$ cat config.mk
export PLATFORM = sky130hd
export DESIGN_NAME = tbdec_timer
export DESIGN_NICKNAME = d
export VERILOG_FILES = /design/src/rtl/tbdec_pkg.sv /design/src/rtl/tbdec_timebase.sv /design/src/rtl/tbdec_decrementer.sv /design/src/rtl/tbdec_ctlstat.sv /design/src/rtl/tbdec_timer.sv
export SDC_FILE = /design/constraint.sdc
export NUM_CORES = 1
export LEC_CHECK = 0
export BUFFER_PORTS_ARGS = -buffer_cell sky130_fd_sc_hd__clkbuf_2
export CORE_MARGIN = 1
export CORE_UTILIZATION = 40
export DETAILED_ROUTE_END_ITERATION = 12
export MAX_ROUTING_LAYER = met4
export PLACE_DENSITY = 0.54
export SKIP_CTS_REPAIR_TIMING = 1
export SYNTH_ARGS = -nofsm -noshare
export SYNTH_HDL_FRONTEND = slang
export SYNTH_SLANG_ARGS = --single-unit
$ cat constraint.sdc
create_clock -name clk -period 4.56 [get_ports clk]
set_clock_uncertainty 0.1 [all_clocks]
set_input_delay 0.912 -clock clk [delete_from_list [all_inputs] [get_ports clk]]
set_output_delay 0.912 -clock clk [all_outputs]
set_load 0.02 [all_outputs]
$ cat src/rtl/tbdec_pkg.sv
package tbdec_pkg;

  localparam int REG_W  = 32;
  localparam int ADDR_W = 3;

  typedef enum logic [ADDR_W-1:0] {
    RA_TB_LO  = 3'd0,
    RA_TB_HI  = 3'd1,
    RA_DEC    = 3'd2,
    RA_RELOAD = 3'd3,
    RA_CTRL   = 3'd4,
    RA_STAT   = 3'd5
  } reg_addr_e;

  // control and status bit positions
  localparam int CTRL_IRQ_EN    = 0;
  localparam int CTRL_RELOAD_EN = 1;
  localparam int STAT_DEC       = 0;

  // 64-bit style step of a split counter, kept as arithmetic for reuse
  function automatic logic [2*REG_W-1:0] split_step(
    input logic [REG_W-1:0] hi,
    input logic [REG_W-1:0] lo
  );
    return {hi, lo} + (2*REG_W)'(1);
  endfunction

endpackage

$ cat src/rtl/tbdec_timebase.sv
module tbdec_timebase #(
  parameter int HALF_W = 32
) (
  input  logic              clk,
  input  logic              rst_n,
  input  logic              wr_lo,
  input  logic              wr_hi,
  input  logic [HALF_W-1:0] wdata,
  output logic [HALF_W-1:0] tb_lo,
  output logic [HALF_W-1:0] tb_hi,
  output logic              lo_carry
);

  localparam int FULL_W = 2 * HALF_W;

  logic [HALF_W-1:0] lo_next;
  logic [HALF_W-1:0] hi_next;
  logic [FULL_W-1:0] tb_full;

  assign tb_full  = {tb_hi, tb_lo};
  assign lo_carry = &tb_lo;

  always_comb begin
    lo_next = wr_lo ? wdata : tb_lo + HALF_W'(1);
    hi_next = wr_hi ? wdata : tb_hi + HALF_W'(lo_carry && !wr_lo);
  end

  always_ff @(posedge clk or negedge rst_n) begin
    if (!rst_n) begin
      tb_lo <= '0;
      tb_hi <= '0;
    end else begin
      tb_lo <= lo_next;
      tb_hi <= hi_next;
    end
  end

  assert_tb_step_R1: assert property (@(posedge clk) disable iff (!rst_n)
    (!wr_lo && !wr_hi) |=> tb_full == $past(tb_full) + FULL_W'(1));

  assert_tb_carry_R2: assert property (@(posedge clk) disable iff (!rst_n)
    (lo_carry && !wr_lo && !wr_hi) |=> (tb_lo == '0) && (tb_hi == $past(tb_hi) + HALF_W'(1)));

  assert_lo_load_R4: assert property (@(posedge clk) disable iff (!rst_n)
    (wr_lo && !wr_hi) |=> (tb_lo == $past(wdata)) && (tb_hi == $past(tb_hi)));

  assert_hi_load_R4: assert property (@(posedge clk) disable iff (!rst_n)
    (wr_hi && !wr_lo) |=> (tb_hi == $past(wdata)) && (tb_lo == $past(tb_lo) + HALF_W'(1)));

endmodule

$ cat src/rtl/tbdec_decrementer.sv
module tbdec_decrementer #(
  parameter int HALF_W = 32
) (
  input  logic              clk,
  input  logic              rst_n,
  input  logic              wr_dec,
  input  logic              wr_reload,
  input  logic [HALF_W-1:0] wdata,
  input  logic              reload_en,
  output logic [HALF_W-1:0] dec_val,
  output logic [HALF_W-1:0] reload_val,
  output logic              expire_evt
);

  logic expired_q;
  logic reload_due;
  logic running;

  assign running    = (dec_val != '0);
  assign expire_evt = (dec_val == HALF_W'(1)) && !wr_dec;
  assign reload_due = expired_q && reload_en && !wr_dec;

  always_ff @(posedge clk or negedge rst_n) begin
    if (!rst_n) begin
      dec_val    <= '0;
      reload_val <= '0;
      expired_q  <= 1'b0;
    end else begin
      expired_q <= expire_evt;
      if (wr_reload) reload_val <= wdata;
      if (wr_dec)          dec_val <= wdata;
      else if (reload_due) dec_val <= reload_val;
      else if (running)    dec_val <= dec_val - HALF_W'(1);
    end
  end

  assert_dec_down_R5: assert property (@(posedge clk) disable iff (!rst_n)
    (!wr_dec && dec_val != '0) |=> dec_val == $past(dec_val) - HALF_W'(1));

  assert_dec_rest_R5: assert property (@(posedge clk) disable iff (!rst_n)
    (!wr_dec && dec_val == '0 && !expired_q) |=> dec_val == '0);

  assert_reload_R7: assert property (@(posedge clk) disable iff (!rst_n)
    (expired_q && reload_en && !wr_dec) |=> dec_val == $past(reload_val));

endmodule

$ cat src/rtl/tbdec_ctlstat.sv
module tbdec_ctlstat #(
  parameter int CTRL_W = 2,
  parameter int STAT_W = 4
) (
  input  logic              clk,
  input  logic              rst_n,
  input  logic              wr_ctrl,
  input  logic              wr_stat,
  input  logic [CTRL_W-1:0] ctrl_wdata,
  input  logic [STAT_W-1:0] stat_wdata,
  input  logic              set_dec,
  output logic [CTRL_W-1:0] ctrl_q,
  output logic [STAT_W-1:0] stat_q,
  output logic              irq
);
  import tbdec_pkg::*;

  logic [STAT_W-1:0] clr_vec;
  assign clr_vec = wr_stat ? stat_wdata : '0;

  always_ff @(posedge clk or negedge rst_n) begin
    if (!rst_n)       ctrl_q <= '0;
    else if (wr_ctrl) ctrl_q <= ctrl_wdata;
  end

  for (genvar i = 0; i < STAT_W; i++) begin : g_stat
    if (i == STAT_DEC) begin : g_src
      always_ff @(posedge clk or negedge rst_n) begin
        if (!rst_n) stat_q[i] <= 1'b0;
        else        stat_q[i] <= set_dec | (stat_q[i] & ~clr_vec[i]);
      end
    end else begin : g_hold
      // placeholder flag with no event source
      always_ff @(posedge clk or negedge rst_n) begin
        if (!rst_n) stat_q[i] <= 1'b0;
        else        stat_q[i] <= stat_q[i] & ~clr_vec[i];
      end
    end
  end

  assign irq = stat_q[STAT_DEC] & ctrl_q[CTRL_IRQ_EN];

  assert_set_wins_R9: assert property (@(posedge clk) disable iff (!rst_n)
    set_dec |=> stat_q[STAT_DEC]);

  assert_w1c_R9: assert property (@(posedge clk) disable iff (!rst_n)
    (wr_stat && stat_wdata[STAT_DEC] && !set_dec) |=> !stat_q[STAT_DEC]);

  assert_w0_keeps_R9: assert property (@(posedge clk) disable iff (!rst_n)
    (stat_q[STAT_DEC] && !(wr_stat && stat_wdata[STAT_DEC])) |=> stat_q[STAT_DEC]);

  assert_no_stray_set_R6: assert property (@(posedge clk) disable iff (!rst_n)
    (!stat_q[STAT_DEC] && !set_dec) |=> !stat_q[STAT_DEC]);

endmodule

$ cat src/rtl/tbdec_timer.sv
module tbdec_timer #(
  parameter int HALF_W = 32,
  parameter int ADDR_W = 3,
  parameter int CTRL_W = 2,
  parameter int STAT_W = 4
) (
  input  logic              clk,
  input  logic              rst_n,
  input  logic              acc_valid,
  input  logic              acc_write,
  input  logic              acc_super,
  input  logic [ADDR_W-1:0] acc_addr,
  input  logic [HALF_W-1:0] acc_wdata,
  output logic [HALF_W-1:0] acc_rdata,
  output logic              dec_irq,
  output logic [STAT_W-1:0] tmr_status
);
  import tbdec_pkg::*;

  logic              wr_hit;
  logic              wr_tb_lo, wr_tb_hi, wr_dec, wr_reload, wr_ctrl, wr_stat;
  logic [HALF_W-1:0] tb_lo, tb_hi, dec_val, reload_val;
  logic              lo_carry, expire_evt;
  logic [CTRL_W-1:0] ctrl_q;
  logic [STAT_W-1:0] stat_q;
  reg_addr_e         addr_e;

  assign addr_e    = reg_addr_e'(acc_addr);
  assign wr_hit    = acc_valid && acc_write;
  assign wr_tb_lo  = wr_hit && acc_super && (addr_e == RA_TB_LO);
  assign wr_tb_hi  = wr_hit && acc_super && (addr_e == RA_TB_HI);
  assign wr_dec    = wr_hit && (addr_e == RA_DEC);
  assign wr_reload = wr_hit && (addr_e == RA_RELOAD);
  assign wr_ctrl   = wr_hit && (addr_e == RA_CTRL);
  assign wr_stat   = wr_hit && (addr_e == RA_STAT);

  tbdec_timebase #(.HALF_W(HALF_W)) u_tb (
    .clk(clk), .rst_n(rst_n), .wr_lo(wr_tb_lo), .wr_hi(wr_tb_hi),
    .wdata(acc_wdata), .tb_lo(tb_lo), .tb_hi(tb_hi), .lo_carry(lo_carry)
  );

  tbdec_decrementer #(.HALF_W(HALF_W)) u_dec (
    .clk(clk), .rst_n(rst_n), .wr_dec(wr_dec), .wr_reload(wr_reload),
    .wdata(acc_wdata), .reload_en(ctrl_q[CTRL_RELOAD_EN]),
    .dec_val(dec_val), .reload_val(reload_val), .expire_evt(expire_evt)
  );

  tbdec_ctlstat #(.CTRL_W(CTRL_W), .STAT_W(STAT_W)) u_cs (
    .clk(clk), .rst_n(rst_n), .wr_ctrl(wr_ctrl), .wr_stat(wr_stat),
    .ctrl_wdata(acc_wdata[CTRL_W-1:0]), .stat_wdata(acc_wdata[STAT_W-1:0]),
    .set_dec(expire_evt), .ctrl_q(ctrl_q), .stat_q(stat_q), .irq(dec_irq)
  );

  always_comb begin
    case (addr_e)
      RA_TB_LO:  acc_rdata = tb_lo;
      RA_TB_HI:  acc_rdata = tb_hi;
      RA_DEC:    acc_rdata = dec_val;
      RA_RELOAD: acc_rdata = reload_val;
      RA_CTRL:   acc_rdata = HALF_W'(ctrl_q);
      RA_STAT:   acc_rdata = HALF_W'(stat_q);
      default:   acc_rdata = '0;
    endcase
  end

  assign tmr_status = stat_q;

  // unprivileged writes to either half leave the count running
  assert_user_tb_R3: assert property (@(posedge clk) disable iff (!rst_n)
    (wr_hit && !acc_super && (addr_e == RA_TB_LO || addr_e == RA_TB_HI))
      |=> ({tb_hi, tb_lo} == $past(split_step(tb_hi, tb_lo))));

  assert_irq_follow_R8: assert property (@(posedge clk) disable iff (!rst_n)
    !ctrl_q[CTRL_IRQ_EN] |-> !dec_irq);

endmodule

# == Word-level counts from Yosys, hierarchy flattened ==
# Index checks and enable logic that the tools add are counted.
# classes
n_bitwise,10
muxes,7
n_reduce_logical,18
n_eq_ne,6
n_addsub,3
# ops
operator,n
$pmux W32 S6,1
$mux W32,5
$add A32 B1 Y32,1
$add A32 B1 Y32 const B,1
$eq A32 B1 Y1 const B,1
$reduce_and A32 Y1,1
$reduce_bool A32 Y1,1
$sub A32 B1 Y32 const B,1
$logic_and A1 B1 Y1,12
$eq A3 B2 Y1 const B,2
$eq A3 B3 Y1 const B,2
$and A1 B1 Y1,5
$mux W4,1
$not A1 Y1,4
$eq A3 B1 Y1 const B,1
$logic_not A3 Y1,1
$reduce_bool A3 Y1,1
$logic_not A1 Y1,2
$or A1 B1 Y1,1
# word_totals
wordCells,54
reg_bits,135

# == Longest topological paths before layout ==
# depth
ltp_word,7
mapped_depth,15
ltp_nobuf,13

# == Cells and area by module ==
# From an unflattened synthesis, not the netlist that was laid out.
# hier_totals
hier_cells,915
hier_area_um2,8694.6
# modules_own_cells
module,cells_each,area_each_um2,n_inst
tbdec_timebase,426,3712.3,1
tbdec_decrementer,371,3632.2,1
tbdec_timer,104,1129.8,1
tbdec_ctlstat,14,220.2,1

# == Worst setup path before layout ==
# Ideal clock, no wire load.
# synth_timing
path_type,input to register
from,input port acc_addr[1]
to,register u_tb.tb_hi[28]
setup_slack_ps,915
t_arrival_ps,3409
n_path_buf,1
required_ps,4323
stages,12
path_cell_list,clkbuf_1 nor3_1 nand4_1 and4_1 ha_1 ha_1 nand3_1 or3_1 or3_1 nor4_1 xnor2_1 a21oi_1
# synth_via
elab_chain_len,6
word_cells_on_any_way,8
# synth_lines
item,line,text
start: declaration,tbdec_timer.sv:12,"input logic [ADDR_W-1:0] acc_addr,"
$logic_not A3 Y1,tbdec_timer.sv:30,assign wr_tb_lo = wr_hit && acc_super && (addr_e == RA_TB_LO);
$logic_and A1 B1 Y1,tbdec_timer.sv:30,
$logic_not A1 Y1,tbdec_timebase.sv:25,hi_next = wr_hi ? wdata : tb_hi + HALF_W'(lo_carry && !wr_lo);
$logic_and A1 B1 Y1,tbdec_timebase.sv:25,
$add A32 B1 Y32,tbdec_timebase.sv:25,
$mux W32 (*),tbdec_timebase.sv:25,
net u_tb.hi_next[28],tbdec_timebase.sv:17,logic [HALF_W-1:0] hi_next;
end signal: assignment,tbdec_timebase.sv:34,tb_hi <= hi_next;
end: declaration,tbdec_timebase.sv:10,"output logic [HALF_W-1:0] tb_hi,"
# Mark *: on every way through the listed nets, which the timed path passes. The rest lies on a longest branch.
# A chain may end at the register's enable or synchronous reset.

# == Worst setup path after layout ==
# layout_timing
from,register u_tb.tb_lo[0]
to,register u_tb.tb_hi[28]
# layout_via
elab_chain_len,4
# layout_lines
item,line,text
start: declaration,tbdec_timebase.sv:9,"output logic [HALF_W-1:0] tb_lo,"
start signal: assignment,tbdec_timebase.sv:33,tb_lo <= lo_next;
$reduce_and A32 Y1,tbdec_timebase.sv:21,assign lo_carry = &tb_lo;
$logic_and A1 B1 Y1,tbdec_timebase.sv:25,
$add A32 B1 Y32,tbdec_timebase.sv:25,
$mux W32,tbdec_timebase.sv:25,
net u_tb.hi_next[28],tbdec_timebase.sv:17,
# The timed path passes the listed nets, and every way through them passes these cells.

==> metrics.cfg <==
[status]
status=finished, final reports clean

[logic_synthesis]
synthesis.nets=899
synth-seq-cells=135
synth.avg_cell_area_um2=9.10
synthCells=853
synth-xor-area-share_pct=9.71
synth_top_area_share_pct=43.5
synth_top_family_by_area=simple AND/OR/NAND/NOR gates
synth.area.mux_share_pct=5.66
yosys.area_share.adder_pct=0.967
synth.distinct_cells=52
synth-edff-count=0
synth_async_sr_flop_share_pct=100
synth_area_leaders=dfrtp_1, nor2_1, a22oi_1
yosys_warnings=0
yosys.area_share.simple_pct=19.9
synth_top_area_cell=dfrtp_1
synth_compound_area_share_pct=16.9
synth_area_um2=7760
seq_area_frac_synth_pct=43.5
synth-main-ff-cell=dfrtp_1

[clock_network]
tritoncts=done
clock-sinks=135
htree_levels=4
cts-root-buf=clkbuf_16
numCtsBuffers=17
path_clk_slew_ns=0.06
max-clock-path-buffers=2
clk_latency_ns=0.43

[cells_and_area]
area_delta_synth_final_pct=16.3
final_area_um2=9020
layout-drive-gt1-share_pct=19.1
n_antenna_cell=0
regArea_um2=3380
fin_nets=963
multiInputGateArea_um2=4140
n_fill_cell=1830

[die]
core-area_um2=18800
die_width_um=141
start_util_pct=41.2
die_area_um2=20000
die_h_um=141
io_pins=77
rows=50

[global_route]
antenna_found_initial=0
grt_pass1_vias=6653
globalRouteOverflowTotal=0
grt_pass1_wl_mm=38.1
grt_max_degree=78
track_usage_pct=26.0

[worst_setup_path]
cp_slowest_stage_delay_ns=0.46
critPathArrivalTime_ns=4.12
path_class=register to register
path_cells=ha_1 -> nand3_1 -> nor4_2 -> buf_4 -> and4_1 -> buf_4 -> and4_1 -> ha_1 -> ha_1 -> nand3_1 -> or3_1 -> or3_1 -> nor4_1 -> xnor2_1 -> a21oi_1
path_max_fanout=6
crit_path_start_kind=register
crit_buf_inv=2
cp_slowest_cell=or3_1
path_delay_family=simple AND/OR/NAND/NOR gates
critPathMostFrequentCell=ha_1
cp.required_ns=4.75
critPathCaptureType=register

[sta]
post-route-period-util_pct=86.2
max-slew-margin-rel_pct=34.3
period_needed_ns=3.93
rsz0062_at_grt=no
hold_viol_final=0
fin_setup_tns_ns=0
setup_viol=0
slew_violations=0
worst_pin_slew_ns=0.985
max_freq_mhz=254
setup_ws_ns=0.627
timing.hold.ws_ns=0.352

[detailed_routing]
avgRoutedWirePerCell_um=20.1
drc=0
vias=6773
ant_nets=0
drt-initial-drc-count=549
viasPerCell=5.70
dr.pass1.iters=5
wl_mm=23.9

[place]
placed_area_um2=8430
place_congestion=0.851
dp.final_hpwl_mm=16.1
port_buffers=76
place_ws_ns=0.598

[power]
vdd_ir_drop_max_uv=269
p_leak_nw=3.79
p_per_area_nw_per_um2=487

[run]
drv_cap=0

[worst_hold_path]
hp-class=input pin to async pin

## worst reg2reg max path, stage by stage, from the launching register on
cell and delay [ns]:
dfrtp_1 0.39, ha_1 0.20, nand3_1 0.17, nor4_2 0.28, buf_4 0.21, and4_1 0.21
buf_4 0.16, and4_1 0.20, ha_1 0.16, ha_1 0.19, nand3_1 0.15, or3_1 0.42
or3_1 0.46, nor4_1 0.26, xnor2_1 0.16, a21oi_1 0.08
## sequential cells by signal, indices dropped and copies added (netlist names)
name	count
u_dec.reload_val	32
u_cs.ctrl_q	2
u_cs.stat_q	4
u_dec.dec_val	32
u_tb.tb_hi	32
u_tb.tb_lo	32
u_dec.expired_q	1
## layer usage
layer	track usage [%]	share of wire, %	vias up
met5	-	0	-
met4	5.61	0.51	0
met3	5.33	6.4	15
met2	39.7	47	245
met1	35.6	46	3330
li1	-	-	3183
## final cells by class
class	count	share of cell area, %
inverters	11	0.458
clock inverters	7	1.03
multi-input cells	656	45.8
clock buffers	24	5.56
well taps	260	3.60
repair buffers	96	6.09
flip-flops and latches	135	37.4
## cells in the final DEF, fill, tap and decap left out, types with 3 or more instances in the layout
cell type and instances:
a21oi_1 80, a221oi_1 9, clkbuf_2 75, and4_1 8
inv_1 11, nor3_1 14, nand2b_1 3, a21boi_0 3
a211oi_1 15, xnor2_1 44, ha_1 6, nor2_1 129
nor4_1 13, and3_1 14, nor2b_1 3, a22oi_1 63
mux2_2 39, a31oi_1 3, buf_4 19, xor2_1 42
or3_1 14, o21ai_0 16, clkbuf_16 17, dfrtp_1 135
and2_1 4, clkinvlp_4 3, nand2_1 62, clkbuf_8 5
nand3_1 27, nand4_1 14
## path summary, 6_finish.rpt
path                               startpoint              endpoint  slack [ns]  depth (start not counted)
worst max-delay path            u_tb.tb_lo[0]        u_tb.tb_hi[28]        0.63                         15
worst min-delay path                    rst_n        u_tb.tb_hi[27]        0.35                          1
worst max register to register  u_tb.tb_lo[0]        u_tb.tb_hi[28]        0.63                         15
worst min register to register  u_tb.tb_lo[0]         u_tb.tb_lo[0]        0.41                          1
max in group asynchronous               rst_n  u_dec.reload_val[12]        3.15                          2
min in group clk                u_tb.tb_lo[0]         u_tb.tb_lo[0]        0.41                          1
## cell usage after synthesis (2+ instances only)
cell type	count
or2_2	2
nor2b_1	3
mux2_2	39
xnor2_1	44
clkbuf_1	41
and2_1	4
ha_1	6
nor2_1	130
dfrtp_1	135
buf_2	2
buf_4	3
a22o_1	2
and4_1	8
inv_1	11
or3_1	14
nor3_1	15
nand4_1	14
nand2b_1	3
buf_1	4
a22oi_1	63
nand4b_1	2
a221o_1	2
nor3b_1	2
o21ai_0	16
a31oi_1	3
a221oi_1	9
a211oi_1	15
nand3_1	27
a21boi_0	3
nor4_1	13
o31ai_1	2
xor2_1	42
o22ai_1	2
a21oi_1	80
nand2_1	62
and3_1	14
## cell families (layout without fill, tap and decap cells)
family / count (synthesis) / after routing
AO/OA/AOI/OAI: 203 / 203
XOR/XNOR: 86 / 86
adder cells (fa/ha/maj): 6 / 6
buffers and inverters: 62 / 138
flip-flops: 135 / 135
multiplexers: 39 / 39
AND/OR/NAND/NOR: 322 / 322
## stage by stage
| step | std cells | util [%] | total power, W |
|---|---|---|---|
| after detailed placement | 1158 | 44.8 | 0.00301 |
| after floorplan | 853 | - | 0.00263 |
| after CTS | 1189 | 47.9 | 0.00442 |
| final | 1189 | 47.9 | 0.00440 |
| after global routing | 1189 | 47.9 | 0.00465 |
| after global placement | 1158 | 44.8 | 0.00300 |
## power breakdown
group | total, W | switching (W) | internal [W]
Sequential | 0.00197 | 0.000428 | 0.00154
Clock | 0.00139 | 0.000519 | 0.000873
Combinational | 0.00104 | 0.000530 | 0.000509
Total | 0.00440 | 0.00148 | 0.00292
(Power assumes the default switching activity.)
